===== src/rtl/gate_tmr16_pkg.sv =====
package gate_tmr16_pkg;

  typedef enum logic [1:0] {
    RA_LOW  = 2'd0,
    RA_HIGH = 2'd1,
    RA_CTRL = 2'd2,
    RA_NONE = 2'd3
  } reg_addr_e;

  // First member is the most significant bit: bit5 .. bit0
  typedef struct packed {
    logic       direct_clk;
    logic       gate_pol;
    logic       gate_en;
    logic [1:0] div_sel;
    logic       run;
  } tmr_ctrl_t;

  localparam int CTRL_W = $bits(tmr_ctrl_t);

  // Last prescale count value before an increment is released.
  function automatic logic [7:0] div_last(input logic [1:0] sel);
    return 8'((1 << sel) - 1);
  endfunction

  // Gate decision: open when gating is off or the level matches polarity.
  function automatic logic gate_passes(input logic en, input logic pol,
                                       input logic lvl);
    return !en || (lvl == pol);
  endfunction

endpackage


===== src/rtl/tmr_clk_front.sv =====
module tmr_clk_front #(
  parameter int SYNC_STAGES = 2
) (
  input  logic clk,
  input  logic rst_n,
  input  logic tck_raw,
  input  logic direct_clk,
  output logic tck_pulse
);

  logic [SYNC_STAGES-1:0] sync_q;
  logic                   sync_prev_q;
  logic                   raw_prev_q;
  logic                   sync_pulse;
  logic                   raw_pulse;

  for (genvar i = 0; i < SYNC_STAGES; i++) begin : g_sync
    if (i == 0) begin : g_first
      always_ff @(posedge clk or negedge rst_n) begin
        if (!rst_n) sync_q[i] <= 1'b0;
        else        sync_q[i] <= tck_raw;
      end
    end else begin : g_next
      always_ff @(posedge clk or negedge rst_n) begin
        if (!rst_n) sync_q[i] <= 1'b0;
        else        sync_q[i] <= sync_q[i-1];
      end
    end
  end

  always_ff @(posedge clk or negedge rst_n) begin
    if (!rst_n) begin
      sync_prev_q <= 1'b0;
      raw_prev_q  <= 1'b0;
    end else begin
      sync_prev_q <= sync_q[SYNC_STAGES-1];
      raw_prev_q  <= tck_raw;
    end
  end

  assign sync_pulse = sync_q[SYNC_STAGES-1] & ~sync_prev_q;
  assign raw_pulse  = tck_raw & ~raw_prev_q;
  assign tck_pulse  = direct_clk ? raw_pulse : sync_pulse;

  AST_SYNC_EDGE_ONCE: assert property (@(posedge clk) disable iff (!rst_n)
    sync_pulse |=> !sync_pulse);
  AST_RAW_EDGE_ONCE: assert property (@(posedge clk) disable iff (!rst_n)
    raw_pulse |=> !raw_pulse);

endmodule


===== src/rtl/tmr_prescaler.sv =====
module tmr_prescaler
  import gate_tmr16_pkg::*;
#(
  parameter int PS_W = 3
) (
  input  logic       clk,
  input  logic       rst_n,
  input  logic       adv,
  input  logic       clr,
  input  logic [1:0] div_sel,
  output logic       tick
);

  logic [PS_W-1:0] ps_q;
  logic            at_last;

  assign at_last = ps_q >= PS_W'(div_last(div_sel));
  assign tick    = adv & at_last;

  always_ff @(posedge clk or negedge rst_n) begin
    if (!rst_n)       ps_q <= '0;
    else if (clr)     ps_q <= '0;
    else if (adv)     ps_q <= at_last ? '0 : ps_q + 1'b1;
  end

  AST_PS_CLEARED: assert property (@(posedge clk) disable iff (!rst_n)
    clr |=> ps_q == '0);
  AST_PS_IDLE: assert property (@(posedge clk) disable iff (!rst_n)
    !adv && !clr |=> $stable(ps_q));

endmodule


===== src/rtl/tmr_count16.sv =====
module tmr_count16 #(
  parameter int BYTE_W = 8,
  localparam int CNT_W = 2 * BYTE_W
) (
  input  logic              clk,
  input  logic              rst_n,
  input  logic              tick,
  input  logic              wr_lo,
  input  logic              wr_hi,
  input  logic [BYTE_W-1:0] wdata,
  output logic [CNT_W-1:0]  cnt,
  output logic              wrap
);

  function automatic logic at_top(input logic [CNT_W-1:0] v);
    return &v;
  endfunction

  logic bus_hit;
  assign bus_hit = wr_lo | wr_hi;
  assign wrap    = tick & at_top(cnt) & ~bus_hit;

  always_ff @(posedge clk or negedge rst_n) begin
    if (!rst_n) begin
      cnt <= '0;
    end else if (bus_hit) begin
      if (wr_lo) cnt[BYTE_W-1:0]     <= wdata;
      if (wr_hi) cnt[CNT_W-1:BYTE_W] <= wdata;
    end else if (tick) begin
      cnt <= cnt + 1'b1;
    end
  end

  AST_WRITE_WINS: assert property (@(posedge clk) disable iff (!rst_n)
    wr_lo |=> cnt[BYTE_W-1:0] == $past(wdata));
  AST_HIGH_KEPT: assert property (@(posedge clk) disable iff (!rst_n)
    wr_lo && !wr_hi |=> cnt[CNT_W-1:BYTE_W] == $past(cnt[CNT_W-1:BYTE_W]));
  AST_COUNT_HOLD: assert property (@(posedge clk) disable iff (!rst_n)
    !tick && !bus_hit |=> $stable(cnt));
  AST_WRAP_ZERO: assert property (@(posedge clk) disable iff (!rst_n)
    wrap |=> cnt == '0);

endmodule


===== src/rtl/gate_tmr16.sv =====
module gate_tmr16
  import gate_tmr16_pkg::*;
#(
  parameter int BYTE_W      = 8,
  parameter int PS_W        = 3,
  parameter int SYNC_STAGES = 2,
  localparam int CNT_W      = 2 * BYTE_W
) (
  input  logic              clk,
  input  logic              rst_n,
  input  logic              bus_wr,
  input  logic [1:0]        bus_addr,
  input  logic [BYTE_W-1:0] bus_wdata,
  output logic [BYTE_W-1:0] bus_rdata,
  input  logic              tck_in,
  input  logic              gate_in,
  input  logic              ovf_clr,
  output logic              ovf_flag
);

  tmr_ctrl_t        ctrl_q;
  logic             wr_lo, wr_hi, wr_ctrl;
  logic             tck_pulse;
  logic             gate_open;
  logic             ps_adv;
  logic             ps_tick;
  logic             cnt_wrap;
  logic [CNT_W-1:0] cnt;

  assign wr_lo   = bus_wr && (reg_addr_e'(bus_addr) == RA_LOW);
  assign wr_hi   = bus_wr && (reg_addr_e'(bus_addr) == RA_HIGH);
  assign wr_ctrl = bus_wr && (reg_addr_e'(bus_addr) == RA_CTRL);

  always_ff @(posedge clk or negedge rst_n) begin
    if (!rst_n)       ctrl_q <= '0;
    else if (wr_ctrl) ctrl_q <= tmr_ctrl_t'(bus_wdata[CTRL_W-1:0]);
  end

  tmr_clk_front #(.SYNC_STAGES(SYNC_STAGES)) u_front (
    .clk        (clk),
    .rst_n      (rst_n),
    .tck_raw    (tck_in),
    .direct_clk (ctrl_q.direct_clk),
    .tck_pulse  (tck_pulse)
  );

  assign gate_open = gate_passes(ctrl_q.gate_en, ctrl_q.gate_pol, gate_in);
  assign ps_adv    = ctrl_q.run & tck_pulse & gate_open;

  tmr_prescaler #(.PS_W(PS_W)) u_ps (
    .clk     (clk),
    .rst_n   (rst_n),
    .adv     (ps_adv),
    .clr     (wr_lo | wr_hi),
    .div_sel (ctrl_q.div_sel),
    .tick    (ps_tick)
  );

  tmr_count16 #(.BYTE_W(BYTE_W)) u_cnt (
    .clk   (clk),
    .rst_n (rst_n),
    .tick  (ps_tick),
    .wr_lo (wr_lo),
    .wr_hi (wr_hi),
    .wdata (bus_wdata),
    .cnt   (cnt),
    .wrap  (cnt_wrap)
  );

  always_ff @(posedge clk or negedge rst_n) begin
    if (!rst_n)        ovf_flag <= 1'b0;
    else if (cnt_wrap) ovf_flag <= 1'b1;
    else if (ovf_clr)  ovf_flag <= 1'b0;
  end

  always_comb begin
    case (reg_addr_e'(bus_addr))
      RA_LOW:  bus_rdata = cnt[BYTE_W-1:0];
      RA_HIGH: bus_rdata = cnt[CNT_W-1:BYTE_W];
      RA_CTRL: bus_rdata = BYTE_W'(ctrl_q);
      default: bus_rdata = '0;
    endcase
  end

  AST_OVF_SETS: assert property (@(posedge clk) disable iff (!rst_n)
    cnt_wrap |=> ovf_flag);
  AST_OVF_CLEARS: assert property (@(posedge clk) disable iff (!rst_n)
    ovf_clr && !cnt_wrap |=> !ovf_flag);
  AST_OVF_STICKY: assert property (@(posedge clk) disable iff (!rst_n)
    ovf_flag && !ovf_clr |=> ovf_flag);
  AST_STOPPED_NO_TICK: assert property (@(posedge clk) disable iff (!rst_n)
    !ctrl_q.run |-> !ps_tick);
  AST_GATE_CLOSED: assert property (@(posedge clk) disable iff (!rst_n)
    ctrl_q.gate_en && (gate_in != ctrl_q.gate_pol) |-> !ps_tick);

endmodule


===== config.mk =====
export PLATFORM = sky130hd
export DESIGN_NAME = gate_tmr16
export DESIGN_NICKNAME = d
export VERILOG_FILES = /design/src/rtl/gate_tmr16_pkg.sv /design/src/rtl/tmr_clk_front.sv /design/src/rtl/tmr_prescaler.sv /design/src/rtl/tmr_count16.sv /design/src/rtl/gate_tmr16.sv
export SDC_FILE = /design/constraint.sdc
export NUM_CORES = 1
export LEC_CHECK = 0
export ABC_AREA = 1
export ABC_CLOCK_PERIOD_IN_PS = 5010
export BUFFER_PORTS_ARGS = -buffer_cell sky130_fd_sc_hd__buf_2
export CORE_MARGIN = 2
export CORE_UTILIZATION = 42
export CTS_BUF_LIST = sky130_fd_sc_hd__clkbuf_4 sky130_fd_sc_hd__clkbuf_8
export CTS_CLUSTER_DIAMETER = 80
export DETAILED_ROUTE_END_ITERATION = 7
export SYNTH_ARGS = -nofsm -noshare
export SYNTH_HDL_FRONTEND = slang
export SYNTH_SLANG_ARGS = --single-unit

===== constraint.sdc =====
create_clock -name clk -period 5.01 [get_ports clk]
set_input_delay 0.501 -clock clk [delete_from_list [all_inputs] [get_ports clk]]
set_output_delay 0.501 -clock clk [all_outputs]
set_load 0.01 [all_outputs]

==> summary.txt <==
Timing
  – Clock skew: 0.00623 ns
  – Final hold viol count: 0
  – Count of final setup violators: 0
  – RSZ-0062 raised after global routing: no
  – Final period utilization: 0.394
  – Worst Tran Pin Value: between 0.6 and 0.7 ns
  – Max-slew violations: 0
  – Fmax: roughly 510 MHz
  – Max_slew headroom: 0.572
  – Min Tclk post-route: about 2.0 ns
  – TNS Setup: 0 ns

Synth
  – Top area cells in the synthesized netlist: dfrtp_1 37%, nand2_1 22%, nand3_1 9.4%, inv_1 5.9%, nor2_1 4.4%
  – Combinational family with the most area after synthesis: simple AND/OR/NAND/NOR gates
  – YS warnings: 0
  – Post-synthesis adder-cell area fraction: 0.0318
  – Synth Area in Compound Gates: 0.0776
  – Average cell area after synthesis: 6.74 sq um
  – Post-synth cell types: 26
  – Post-synth top area cell: dfrtp_1
  – Post-synthesis simple-gate area fraction: 0.425
  – Syn Nets: 313
  – XOR/XNOR Fraction of Synth Area: 0.00445
  – Cells after synthesis: 292
  – Sequential area share after synthesis: 0.369
  – Flops & latches, synth: 29
  – Proportion of netlist area held by the largest area contributor: 0.369
  – Mux cell area share after synthesis: 0.0172
  – Area of the mapped netlist: 0.00197 sq mm

Pwr
  – Leakage: 1.18 nW
  – Seq pwr share: 0.419
  – Worst vdd ir: 0.229 mV
  – Net switching power figure: roughly 0.00042 W
  – Internal Power: 0.000579 W
  – Combinational fraction of design power: 0.370
  – Net Sw Frac: 0.421
  – Power Density: 449 mW/mm^2
  – Clk pwr share: 0.211

Setup path
  – Worst setup path class: reg -> reg
  – Worst path required time: between 5 and 6 ns
  – CP arrival: 2.19 ns
  – R2r endpoint: u_cnt.cnt[3]
  – Crit Path Max Fanout: 19
  – Worst setup path startpoint: ctrl_q[1]
  – Worst Reg2Reg Path Length in Cells: 8
  – CP startpoint kind: register
  – Worst reg2reg startpoint: ctrl_q[1]
  – Crit. End Element: register
  – FF-to-FF setup slack: 3.04 ns

Routing
  – DR WL/cell: 13.7 microns
  – Via density: 5.18
  – DRT antenna net count: 0
  – DRC: 0
  – DRT Pass-1 Iters: 4
  – Iter 0 DRT Violations: 163
  – Vias after detailed routing: around 1900
  – DRT Wirelength: 5100 microns

Clock network
  – Clock sinks: 29
  – Root buffer cell: clkbuf_8
  – CTS Buf Count: 5
  – Clk_lat worst skew: 0.28 ns
  – H-tree depth: 2
  – Postcts setup bufs: 0
  – Clock transition at path regs: 0.06 ns
  – CTS resizes: 0
  – CTS tree: built
  – CTS Buffer Depth: 2
  – Cts hold-fix bufs: 0

Finish
  – Final Instance Area: 0.00223 sq mm
  – Nets: 341
  – Layout cell share with drive strength beyond 1: 0.153
  – # diodes: 0
  – Synthesis-to-layout area growth: 13.4%

Floorplan
  – Top Ports: 25
  – Row count: 24
  – Initial Util: 0.443
  – Die Area: 0.00525 sq mm
  – Die H: ~72 microns
  – Die W: 72.4 microns
  – CORE AREA: 0.00444 sq mm

GRT
  – GRT Util Overall: 0.214
  – Largest net degree at the start of global routing: 30
  – Grt ovf: 0
  – First-pass GRT wire length: ~8600 microns
  – Number of global-route vias before repair: 1848
  – Initial antenna violation count: 0

Flow run
  – Maxcap violations: 0

Placed design
  – Placed Area: 0.00213 sq mm
  – Global placement routability congestion: 0.897
  – DP Wirelength: ~4000 microns
  – Port bufs: 24

Min path
  – Worst hold-check path type: in -> async

Outcome
  – Status: complete, no violations
registers in the layout, summed over array words and instances (netlist names):
| signal | flops |
|---|---|
| u_front.sync_q | 2 |
| ctrl_q | 6 |
| u_cnt.cnt | 16 |
| ovf_flag | 1 |
| u_front.sync_prev_q | 1 |
| u_ps.ps_q | 3 |
worst max path at each step:
stage	to	slack, ns	cells past startpoint
after floorplan	u_cnt.cnt[0]	3.30	8
after global placement	u_cnt.cnt[15]	2.88	9
after detailed placement	u_cnt.cnt[7]	2.84	10
after CTS	u_cnt.cnt[7]	3.04	8
after global routing	u_cnt.cnt[6]	2.85	8
final	u_cnt.cnt[3]	3.04	8
metal layers:
metal,up-vias,track usage,share of wire
met5,-,0,0
met4,0,0.0556,0.0094
met3,5,0.0403,0.052
met2,44,0.340,0.45
met1,883,0.298,0.49
li1,1001,-,-
critical path, stage by stage (launching register included):
cell and delay [ns]:
dfrtp_1 0.41, or2_2 0.30, ha_1 0.28, nand3_1 0.06, nand3_1 0.16, nand4_4 0.31
nand2_2 0.26, nand2_1 0.07, nand2_1 0.06
power by group through the flow:
stage	combinational, W	sequential, W	clock [W]
final	0.000370	0.000419	0.000211
after global routing	0.000434	0.000432	0.000225
after CTS	0.000370	0.000415	0.000217
after detailed placement	0.000367	0.000419	0
after global placement	0.000367	0.000419	0
after floorplan	0.000283	0.000385	0
through the flow:
step	setup slack, ns	util	hold slack [ns]	instances	total power (W)
after detailed placement	2.84	0.479	0.358	365	0.000786
after global routing	2.85	0.502	0.291	373	0.00109
after global placement	2.88	0.479	0.354	365	0.000786
after CTS	3.04	0.502	0.267	373	0.00100
after floorplan	3.30	-	0.205	292	0.000668
final	3.04	0.502	0.240	373	0.00100
layout by cell type, fill, tap and decap left out:
cell / instances
nand2_1: 114
nand3_1: 37
inv_1: 31
dfrtp_1: 29
buf_2: 24
nor2_1: 23
o21ai_0: 11
clkbuf_8: 7
nand2_2: 6
a21oi_1: 5
ha_1: 5
o211ai_1: 4
nand4_1: 4
mux2_2: 3
inv_2: 2
nor2_2: 2
o22ai_1: 2
o221ai_1: 2
or2_2: 2
nand3b_1: 2
nand4_4: 1
xor2_1: 1
nor3_1: 1
o22ai_2: 1
nor3b_1: 1
clkinv_2: 1
cell families (layout without fill, tap and decap cells):
kind of cell	after synthesis	count (layout)
and+or+nand+nor	193	193
buffers and inverters	36	65
DFF	29	29
AOI/OAI and AO/OA	25	25
adders and majority gates	5	5
muxes	3	3
xor gates and xnor gates	1	1
synthesized netlist by cell type, drive strengths merged:
cell type  count
buf            3
mux2           3
ha             5
nand3b         2
or2            2
o22ai          3
a21oi          5
nor3b          1
o21ai         11
o211ai         4
dfrtp         29
o221ai         2
nand3         37
inv           33
nor3           1
xor2           1
nor2          25
nand4          5
nand2        120
final cells by class:
class                   instances  area, sq um
clock inverters                 1         5.00
inverters                      33          124
multi-input cells             227         1090
repair buffers                 24          120
clock buffers                   7         96.3
well taps                      52         65.1
fillers                       474         2210
flip-flops and latches         29          726
Note: power is estimated with default switching activity, not from simulation.
